==> src/rtl/raster_pkg.sv <==
package raster_pkg;

    parameter int TW     = 12;
    parameter int POL_W  = 5;
    parameter int NIRQ   = 4;

    typedef logic [TW-1:0] tlen_t;

    typedef enum logic [1:0] {
        RG_SYNC   = 2'd0,
        RG_BACK   = 2'd1,
        RG_ACTIVE = 2'd2,
        RG_FRONT  = 2'd3
    } region_e;

    typedef struct packed {
        tlen_t sync_len;
        tlen_t back_len;
        tlen_t act_len;
        tlen_t front_len;
    } axis_cfg_t;

    localparam logic [3:0] A_CMD    = 4'd0;
    localparam logic [3:0] A_POL    = 4'd1;
    localparam logic [3:0] A_HSYNC  = 4'd2;
    localparam logic [3:0] A_HBACK  = 4'd3;
    localparam logic [3:0] A_HACT   = 4'd4;
    localparam logic [3:0] A_HFRONT = 4'd5;
    localparam logic [3:0] A_VSYNC  = 4'd6;
    localparam logic [3:0] A_VBACK  = 4'd7;
    localparam logic [3:0] A_VACT   = 4'd8;
    localparam logic [3:0] A_VFRONT = 4'd9;
    localparam logic [3:0] A_RAW    = 4'd10;
    localparam logic [3:0] A_CLR    = 4'd11;
    localparam logic [3:0] A_MASK   = 4'd12;
    localparam logic [3:0] A_STAT   = 4'd13;

    localparam int P_VS  = 0;
    localparam int P_HS  = 1;
    localparam int P_DE  = 2;
    localparam int P_DAT = 3;
    localparam int P_CLK = 4;

    localparam int I_FETCH = 0;
    localparam int I_BUS   = 1;
    localparam int I_VS    = 2;
    localparam int I_UNDER = 3;

    localparam logic [POL_W-1:0] POL_RESET = 5'b00111;

    localparam axis_cfg_t H_RESET = '{sync_len: tlen_t'(31), back_len: tlen_t'(79),
                                      act_len: tlen_t'(1679), front_len: tlen_t'(47)};
    localparam axis_cfg_t V_RESET = '{sync_len: tlen_t'(5), back_len: tlen_t'(20),
                                      act_len: tlen_t'(1049), front_len: tlen_t'(2)};

    function automatic region_e next_region(region_e r);
        case (r)
            RG_SYNC:   return RG_BACK;
            RG_BACK:   return RG_ACTIVE;
            RG_ACTIVE: return RG_FRONT;
            default:   return RG_SYNC;
        endcase
    endfunction

    function automatic tlen_t region_len(axis_cfg_t c, region_e r);
        case (r)
            RG_SYNC:   return c.sync_len;
            RG_BACK:   return c.back_len;
            RG_ACTIVE: return c.act_len;
            default:   return c.front_len;
        endcase
    endfunction

endpackage

==> src/rtl/raster_axis.sv <==
module raster_axis
    import raster_pkg::*;
(
    input  logic      clk,
    input  logic      rst,
    input  logic      run,
    input  logic      step,
    input  axis_cfg_t cfg,
    output region_e   region,
    output tlen_t     count,
    output logic      last
);

    tlen_t cur_len;

    always_comb begin
        cur_len = region_len(cfg, region);
        last    = step && (region == RG_FRONT) && (count == cur_len);
    end

    always_ff @(posedge clk) begin
        if (rst || !run) begin
            region <= RG_SYNC;
            count  <= '0;
        end else if (step) begin
            if (count == cur_len) begin
                count  <= '0;
                region <= next_region(region);
            end else begin
                count <= count + 1'b1;
            end
        end
    end

endmodule

==> src/rtl/raster_cfg.sv <==
module raster_cfg
    import raster_pkg::*;
#(
    parameter int AW = 4,
    parameter int DW = 32
)(
    input  logic             clk,
    input  logic             rst,
    input  logic             wr_en,
    input  logic [AW-1:0]    wr_addr,
    input  logic [DW-1:0]    wr_data,
    input  logic             frame_wrap,
    output logic             en,
    output logic [POL_W-1:0] pol,
    output axis_cfg_t        h_stage,
    output axis_cfg_t        v_stage,
    output axis_cfg_t        h_live,
    output axis_cfg_t        v_live
);

    tlen_t field;
    assign field = wr_data[TW-1:0];

    always_ff @(posedge clk) begin
        if (rst) begin
            en      <= 1'b0;
            pol     <= POL_RESET;
            h_stage <= H_RESET;
            v_stage <= V_RESET;
        end else if (wr_en) begin
            case (wr_addr)
                A_CMD:    en                <= wr_data[0];
                A_POL:    pol               <= wr_data[POL_W-1:0];
                A_HSYNC:  h_stage.sync_len  <= field;
                A_HBACK:  h_stage.back_len  <= field;
                A_HACT:   h_stage.act_len   <= field;
                A_HFRONT: h_stage.front_len <= field;
                A_VSYNC:  v_stage.sync_len  <= field;
                A_VBACK:  v_stage.back_len  <= field;
                A_VACT:   v_stage.act_len   <= field;
                A_VFRONT: v_stage.front_len <= field;
                default: ;
            endcase
        end
    end

    // Live copies follow the staging registers while stopped and at each frame wrap.
    always_ff @(posedge clk) begin
        if (rst) begin
            h_live <= H_RESET;
            v_live <= V_RESET;
        end else if (!en || frame_wrap) begin
            h_live <= h_stage;
            v_live <= v_stage;
        end
    end

endmodule

==> src/rtl/raster_irq.sv <==
module raster_irq
    import raster_pkg::*;
(
    input  logic            clk,
    input  logic            rst,
    input  logic [NIRQ-1:0] set_vec,
    input  logic            clr_we,
    input  logic [NIRQ-1:0] clr_data,
    input  logic            mask_we,
    input  logic [NIRQ-1:0] mask_data,
    output logic [NIRQ-1:0] raw,
    output logic [NIRQ-1:0] mask,
    output logic [NIRQ-1:0] status,
    output logic            irq
);

    logic [NIRQ-1:0] clr_eff;

    always_comb begin
        clr_eff = clr_we ? clr_data : '0;
        status  = raw & mask;
        irq     = |status;
    end

    always_ff @(posedge clk) begin
        if (rst) begin
            raw  <= '0;
            mask <= '0;
        end else begin
            raw <= (raw & ~clr_eff) | set_vec;
            if (mask_we) mask <= mask_data;
        end
    end

endmodule

==> src/rtl/raster_timing_gen.sv <==
module raster_timing_gen
    import raster_pkg::*;
(
    input  logic          clk,
    input  logic          rst,
    input  logic          wr_en,
    input  logic [3:0]    wr_addr,
    input  logic [31:0]   wr_data,
    input  logic [3:0]    rd_addr,
    output logic [31:0]   rd_data,
    input  logic          ev_fetch_done,
    input  logic          ev_bus_err,
    input  logic          ev_underrun,
    output logic          hsync,
    output logic          vsync,
    output logic          de,
    output logic          data_pol,
    output logic          pclk_pol,
    output logic [TW-1:0] pos_x,
    output logic [TW-1:0] pos_y,
    output logic          irq
);

    logic             en;
    logic [POL_W-1:0] pol;
    axis_cfg_t        h_stage, v_stage, h_live, v_live;
    region_e          h_reg, v_reg;
    tlen_t            h_cnt, v_cnt;
    logic             h_last, v_last, frame_wrap;
    logic             hs_act, vs_act, act_de, vs_evt;
    logic [NIRQ-1:0]  set_vec, raw, mask, status;
    logic             clr_we, mask_we;

    assign frame_wrap = h_last && v_last;

    raster_cfg #(.AW(4), .DW(32)) i_cfg (
        .clk(clk), .rst(rst), .wr_en(wr_en), .wr_addr(wr_addr), .wr_data(wr_data),
        .frame_wrap(frame_wrap), .en(en), .pol(pol),
        .h_stage(h_stage), .v_stage(v_stage), .h_live(h_live), .v_live(v_live)
    );

    raster_axis i_hax (
        .clk(clk), .rst(rst), .run(en), .step(1'b1), .cfg(h_live),
        .region(h_reg), .count(h_cnt), .last(h_last)
    );

    raster_axis i_vax (
        .clk(clk), .rst(rst), .run(en), .step(h_last), .cfg(v_live),
        .region(v_reg), .count(v_cnt), .last(v_last)
    );

    always_comb begin
        hs_act   = en && (h_reg == RG_SYNC);
        vs_act   = en && (v_reg == RG_SYNC);
        act_de   = en && (h_reg == RG_ACTIVE) && (v_reg == RG_ACTIVE);
        vs_evt   = vs_act && (v_cnt == '0) && (h_reg == RG_SYNC) && (h_cnt == '0);
        hsync    = hs_act ? pol[P_HS] : ~pol[P_HS];
        vsync    = vs_act ? pol[P_VS] : ~pol[P_VS];
        de       = act_de ? pol[P_DE] : ~pol[P_DE];
        data_pol = pol[P_DAT];
        pclk_pol = pol[P_CLK];
        pos_x    = act_de ? h_cnt : '0;
        pos_y    = act_de ? v_cnt : '0;
    end

    always_comb begin
        set_vec          = '0;
        set_vec[I_FETCH] = ev_fetch_done;
        set_vec[I_BUS]   = ev_bus_err;
        set_vec[I_VS]    = vs_evt;
        set_vec[I_UNDER] = ev_underrun;
        clr_we           = wr_en && (wr_addr == A_CLR);
        mask_we          = wr_en && (wr_addr == A_MASK);
    end

    raster_irq i_irq (
        .clk(clk), .rst(rst), .set_vec(set_vec),
        .clr_we(clr_we), .clr_data(wr_data[NIRQ-1:0]),
        .mask_we(mask_we), .mask_data(wr_data[NIRQ-1:0]),
        .raw(raw), .mask(mask), .status(status), .irq(irq)
    );

    always_comb begin
        case (rd_addr)
            A_CMD:    rd_data = 32'(en);
            A_POL:    rd_data = 32'(pol);
            A_HSYNC:  rd_data = 32'(h_stage.sync_len);
            A_HBACK:  rd_data = 32'(h_stage.back_len);
            A_HACT:   rd_data = 32'(h_stage.act_len);
            A_HFRONT: rd_data = 32'(h_stage.front_len);
            A_VSYNC:  rd_data = 32'(v_stage.sync_len);
            A_VBACK:  rd_data = 32'(v_stage.back_len);
            A_VACT:   rd_data = 32'(v_stage.act_len);
            A_VFRONT: rd_data = 32'(v_stage.front_len);
            A_RAW:    rd_data = 32'(raw);
            A_MASK:   rd_data = 32'(mask);
            A_STAT:   rd_data = 32'(status);
            default:  rd_data = '0;
        endcase
    end

endmodule

==> config.mk <==
export PLATFORM = sky130hd
export DESIGN_NAME = raster_timing_gen
export DESIGN_NICKNAME = d
export VERILOG_FILES = /design/src/rtl/raster_pkg.sv /design/src/rtl/raster_axis.sv /design/src/rtl/raster_cfg.sv /design/src/rtl/raster_irq.sv /design/src/rtl/raster_timing_gen.sv
export SDC_FILE = /design/constraint.sdc
export NUM_CORES = 1
export LEC_CHECK = 0
export ABC_AREA = 1
export BUFFER_PORTS_ARGS = -buffer_cell sky130_fd_sc_hd__buf_4
export CORE_ASPECT_RATIO = 1.75
export CORE_UTILIZATION = 54
export DETAILED_ROUTE_END_ITERATION = 6
export MAX_ROUTING_LAYER = met4
export PLACE_DENSITY = 0.76
export SLEW_MARGIN = 20
export SYNTH_ARGS = -nofsm -noshare
export SYNTH_HDL_FRONTEND = slang
export SYNTH_SLANG_ARGS = --single-unit
==> constraint.sdc <==
create_clock -name clk -period 2.3 [get_ports clk]
set_input_delay 0.23 -clock clk [delete_from_list [all_inputs] [get_ports clk]]
set_output_delay 0.23 -clock clk [all_outputs]
set_load 0.05 [all_outputs]
==> run_summary.xml <==
<?xml version="1.0" encoding="UTF-8"?>
<metrics>
  <group name="run_status">
    <metric name="outcome" unit="">finished with violations</metric>
    <metric name="violations" unit="">setup timing</metric>
  </group>
  <group name="die">
    <metric name="floorplan.die_area" unit="um^2">22100</metric>
    <metric name="placeableCoreArea" unit="um^2">21000</metric>
    <metric name="starting_density" unit="">0.552</metric>
    <metric name="design.portCount" unit="">108</metric>
    <metric name="std_cell_rows" unit="">70</metric>
    <metric name="die_h" unit="um">196</metric>
    <metric name="fp.dieW" unit="um">113</metric>
  </group>
  <group name="synth">
    <metric name="postSynthRegisterBits" unit="">234</metric>
    <metric name="synth_largest_area_cell" unit="">sky130_fd_sc_hd__dfxtp_1</metric>
    <metric name="synth.lib_cells_used.distinct" unit="">38</metric>
    <metric name="ys_seq_area_frac" unit="">0.404</metric>
    <metric name="synth_ff_type" unit="">sky130_fd_sc_hd__dfxtp_1</metric>
    <metric name="synth_largest_type_area_fraction" unit="">0.404</metric>
    <metric name="synthesis.area" unit="um^2">11600</metric>
    <metric name="ys_warn_count" unit="">0</metric>
    <metric name="postSynthCellCount" unit="">1720</metric>
    <metric name="post_synth_main_area_contributors" unit="">sky130_fd_sc_hd__dfxtp_1 40%, sky130_fd_sc_hd__nand2_1 12%, sky130_fd_sc_hd__nand3_1 8.6%</metric>
    <metric name="synth_enable_flop_cells" unit="">0</metric>
    <metric name="syn_area_per_cell" unit="um^2">6.74</metric>
    <metric name="async_flop_share" unit="">0</metric>
  </group>
  <group name="setup_path">
    <metric name="r2r.worst_path.cells" unit="">18</metric>
    <metric name="crit_path_cell_trace" unit="">buf_4 -&gt; ha_4 -&gt; buf_4 -&gt; a21oi_1 -&gt; nand3_1 -&gt; nand2_1 -&gt; nand2_1 -&gt; nand2_1 -&gt; nand2_1 -&gt; nor2_2 -&gt; nand2_2 -&gt; nor2_4 -&gt; nand3_4 -&gt; buf_6 -&gt; clkbuf_16 -&gt; nand3_1 -&gt; nand2_1 -&gt; nor2_1</metric>
    <metric name="setup.worst_path.class" unit="">flop to flop</metric>
    <metric name="crit_start" unit="">i_vax.region[1]</metric>
    <metric name="timing.critical_path.required" unit="ns">2.75</metric>
    <metric name="reg2reg_from" unit="">i_vax.region[1]</metric>
    <metric name="worst_ep_arrival_time" unit="ns">3.00</metric>
    <metric name="reg2reg_slack" unit="ns">-0.25</metric>
    <metric name="worst-path-max-fanout" unit="">8</metric>
    <metric name="cp_common_cell" unit="">sky130_fd_sc_hd__nand2_1</metric>
    <metric name="master_of_the_slowest_instance_on_the_critical_path" unit="">sky130_fd_sc_hd__dfxtp_4</metric>
    <metric name="setup.worst_path.start_class" unit="">flop</metric>
    <metric name="cp-end-kind" unit="">flop</metric>
    <metric name="worst_setup_path_endpoint" unit="">i_cfg.h_live[10]</metric>
    <metric name="cpPeakStageDelay" unit="ns">0.36</metric>
    <metric name="worst_r2r_endpoint" unit="">i_cfg.h_live[10]</metric>
  </group>
  <group name="grt">
    <metric name="global_route.usage.total" unit="">0.357</metric>
    <metric name="grt_remaining_overflow" unit="">0</metric>
    <metric name="grt_start_max_net_pins" unit="">72</metric>
    <metric name="grt_pass1_wl" unit="um">59700</metric>
    <metric name="grt_pass1_vias" unit="">11100</metric>
    <metric name="antenna_violations_before_repair" unit="">0</metric>
  </group>
  <group name="detailed_routing">
    <metric name="antenna_nets_post_route" unit="">0</metric>
    <metric name="vias" unit="">12300</metric>
    <metric name="drt_wl_total" unit="um">41400</metric>
    <metric name="detailedRoute.firstIterationViolations" unit="">1294</metric>
    <metric name="drt-pass1-iter-count" unit="">7</metric>
    <metric name="vias_per_cell" unit="">5.89</metric>
    <metric name="routedWlPerCell" unit="um">19.9</metric>
    <metric name="drt_drc_violations_left" unit="">0</metric>
  </group>
  <group name="layout">
    <metric name="antenna_cells" unit="">0</metric>
    <metric name="post-route-util" unit="">0.695</metric>
    <metric name="layout.cells.non_filler" unit="">2082</metric>
    <metric name="final_nets" unit="">1874</metric>
    <metric name="finish.instance_area" unit="um^2">14600</metric>
    <metric name="layout-area-overhead-vs-synth" unit="%">25.9</metric>
    <metric name="ratio_of_cells_with_drive_above_1_in_the_final_layout" unit="">0.201</metric>
  </group>
  <group name="sta">
    <metric name="finClkSkew" unit="ns">0.0121</metric>
    <metric name="setup-tns-final" unit="ns">-19.48</metric>
    <metric name="rsz0062_at_grt" unit="">yes</metric>
    <metric name="final_critical_path_setup_slack" unit="ns">-0.253</metric>
    <metric name="maxClockFrequency" unit="MHz">392</metric>
    <metric name="timing_worst_slew_pin_value" unit="ns">0.719</metric>
    <metric name="final-max-slew-violation-count" unit="">0</metric>
    <metric name="timing.max_slew.rel_slack" unit="">0.521</metric>
    <metric name="min_cycle_time_layout" unit="ns">2.55</metric>
    <metric name="final_setup_violation_count" unit="">104</metric>
    <metric name="period_share" unit="">1.11</metric>
    <metric name="timing_hold_violations_final" unit="">0</metric>
  </group>
  <group name="placed_design">
    <metric name="gpl.final_weighted_congestion" unit="">1.05</metric>
    <metric name="placed_cell_area" unit="um^2">12600</metric>
    <metric name="placedCellCount" unit="">2007</metric>
    <metric name="portBuffers" unit="">67</metric>
    <metric name="place.detailed.hpwl" unit="um">25800</metric>
  </group>
  <group name="job">
    <metric name="maximum_capacitance_violations" unit="">0</metric>
  </group>
  <group name="pwr">
    <metric name="design_power_total" unit="W">0.00872</metric>
    <metric name="power_leakage" unit="nW">6.26</metric>
    <metric name="irDropWorstVdd" unit="uV">575</metric>
    <metric name="pwr_density_cell" unit="nW/um^2">597</metric>
  </group>
  <group name="cts">
    <metric name="htree_num_levels" unit="">1</metric>
    <metric name="cts_inserted_buffers" unit="">23</metric>
    <metric name="root_buffer" unit="">sky130_fd_sc_hd__clkbuf_16</metric>
    <metric name="cts_max_path_buffers" unit="">3</metric>
    <metric name="cts_tree" unit="">yes</metric>
    <metric name="count_of_clock_tree_sinks" unit="">234</metric>
    <metric name="cts.reportedPaths.clkPinSlew" unit="ns">0.07</metric>
    <metric name="clk-insertion-delay-late" unit="ns">0.52</metric>
  </group>
  <group name="worst_hold_path">
    <metric name="worstHoldPathType" unit="">input port to flop</metric>
  </group>
</metrics>
==> cells in the final DEF (no fill, tap or decap), types with 3 or more instances in the layout <==
master / n
sky130_fd_sc_hd__a21oi_2: 55
sky130_fd_sc_hd__inv_1: 155
sky130_fd_sc_hd__inv_4: 5
sky130_fd_sc_hd__clkbuf_16: 33
sky130_fd_sc_hd__buf_4: 127
sky130_fd_sc_hd__clkbuf_8: 4
sky130_fd_sc_hd__clkinv_1: 8
sky130_fd_sc_hd__nor2_4: 3
sky130_fd_sc_hd__clkbuf_1: 5
sky130_fd_sc_hd__inv_2: 3
sky130_fd_sc_hd__or2_1: 3
sky130_fd_sc_hd__buf_16: 9
sky130_fd_sc_hd__o211ai_1: 34
sky130_fd_sc_hd__nor2_2: 4
sky130_fd_sc_hd__nand3_2: 35
sky130_fd_sc_hd__nand2_1: 339
sky130_fd_sc_hd__a221oi_1: 22
sky130_fd_sc_hd__ha_1: 5
sky130_fd_sc_hd__a21oi_1: 57
sky130_fd_sc_hd__clkinv_2: 3
sky130_fd_sc_hd__ha_4: 6
sky130_fd_sc_hd__a22o_1: 9
sky130_fd_sc_hd__nor3_1: 21
sky130_fd_sc_hd__dfxtp_4: 4
sky130_fd_sc_hd__o21ai_1: 5
sky130_fd_sc_hd__nand3_1: 165
sky130_fd_sc_hd__buf_6: 7
sky130_fd_sc_hd__nor2_1: 247
sky130_fd_sc_hd__dlygate4sd3_1: 6
sky130_fd_sc_hd__o21ai_0: 87
sky130_fd_sc_hd__conb_1: 20
sky130_fd_sc_hd__xor2_1: 12
sky130_fd_sc_hd__nand4_1: 21
sky130_fd_sc_hd__dfxtp_1: 229
sky130_fd_sc_hd__nand2_2: 37
sky130_fd_sc_hd__buf_12: 12
sky130_fd_sc_hd__o22ai_1: 5
==> Yosys cell counts, types with 2 or more instances <==
| master | number |
|---|---|
| sky130_fd_sc_hd__a32o_1 | 2 |
| sky130_fd_sc_hd__buf_1 | 17 |
| sky130_fd_sc_hd__nor2_2 | 3 |
| sky130_fd_sc_hd__nand2_1 | 379 |
| sky130_fd_sc_hd__a21oi_1 | 114 |
| sky130_fd_sc_hd__o22ai_1 | 5 |
| sky130_fd_sc_hd__buf_6 | 6 |
| sky130_fd_sc_hd__clkbuf_2 | 6 |
| sky130_fd_sc_hd__nand3_1 | 200 |
| sky130_fd_sc_hd__o211ai_1 | 34 |
| sky130_fd_sc_hd__nor2_1 | 250 |
| sky130_fd_sc_hd__a221oi_1 | 22 |
| sky130_fd_sc_hd__clkinv_1 | 8 |
| sky130_fd_sc_hd__o21ai_1 | 2 |
| sky130_fd_sc_hd__nor4_1 | 2 |
| sky130_fd_sc_hd__nor3_1 | 21 |
| sky130_fd_sc_hd__dfxtp_1 | 234 |
| sky130_fd_sc_hd__xor2_1 | 13 |
| sky130_fd_sc_hd__clkbuf_1 | 52 |
| sky130_fd_sc_hd__buf_2 | 15 |
| sky130_fd_sc_hd__o21ai_0 | 90 |
| sky130_fd_sc_hd__nand3_4 | 2 |
| sky130_fd_sc_hd__nand4_1 | 21 |
| sky130_fd_sc_hd__buf_4 | 26 |
| sky130_fd_sc_hd__inv_1 | 161 |
| sky130_fd_sc_hd__or2_1 | 3 |
| sky130_fd_sc_hd__a22o_1 | 9 |
| sky130_fd_sc_hd__ha_1 | 13 |
==> critical path: cells and delay by family (launching register included) <==
| kind | cells | cell delay, ns |
|---|---|---|
| flops | 1 | 0.36 |
| fa+ha+maj | 1 | 0.17 |
| buf+inv | 4 | 0.65 |
| compound gates | 1 | 0.13 |
| simple gates | 12 | 1.18 |
==> through the flow <==
| step | setup slack (ns) | hold slack (ns) |
|---|---|---|
| after global routing | -0.405 | 0.0343 |
| final | -0.253 | 0.0107 |
| after global placement | -0.241 | 0.438 |
| after floorplan | -0.00521 | 0.299 |
| after detailed placement | -0.298 | 0.443 |
| after CTS | -0.122 | 0.00700 |
==> registers in the layout, indices dropped and copies added (netlist names) <==
name and cells:
i_vax.region 2, i_hax.count 12, i_cfg.pol 5, i_cfg.h_stage 48, i_hax.region 2, i_cfg.v_live 48
i_irq.mask 4, i_cfg.h_live 48, i_vax.count 12, i_cfg.en 1, i_cfg.v_stage 48, i_irq.raw 4
==> metal layers <==
layer	vias up	GRT usage	wire length [um]
li1	5764	-	-
met1	5623	0.408	14800
met2	658	0.581	19700
met3	215	0.0473	3240
met4	0	0.241	3660
met5	-	-	0
==> cells by family after synthesis <==
group	synth area share
other	0.000323
adder cells (fa/ha/maj)	0.0140
buffers and inverters	0.110
XOR/XNOR	0.0106
flip-flops	0.404
AO/OA/AOI/OAI	0.141
AND/OR/NAND/NOR	0.321
==> area by class of cell <==
cell class / count / area (um^2)
Timing Repair Buffer: 173 / 1860
Fill cell: 1637 / 6420
Tap cell: 252 / 315
Inverter: 171 / 654
Clock buffer: 32 / 649
Clock inverter: 8 / 77.6
Sequential cell: 234 / 4700
Multi-Input combinational cell: 1212 / 6350
==> power breakdown <==
group | switching, W | total [W] | internal, W
sequential | 0.0000888 | 0.00422 | 0.00413
combinational | 0.000522 | 0.000768 | 0.000245
clock | 0.00164 | 0.00373 | 0.00209
==> timing repair <==
action                     CTS  global route
setup endpoints to repair  136           133
gates cloned                 7            12
hold buffers                 6             0
hold endpoints to repair     8             0
gates resized for setup     75           118
pin swaps                    9            13
buffers inserted             5             5
==> worst min-delay path by stage <==
stage	start	end	slack [ns]	depth (start not counted)
after floorplan	rst	i_irq.raw[0]	0.30	1
after global placement	i_cfg.h_stage[14]	i_cfg.h_live[14]	0.44	2
after detailed placement	i_cfg.h_stage[21]	i_cfg.h_live[21]	0.44	2
after CTS	wr_data[1]	i_irq.mask[1]	0.007	3
after global routing	wr_data[0]	i_cfg.h_stage[12]	0.03	3
final	wr_data[0]	i_cfg.h_stage[12]	0.01	3
Power figures use the tool's default switching activity.
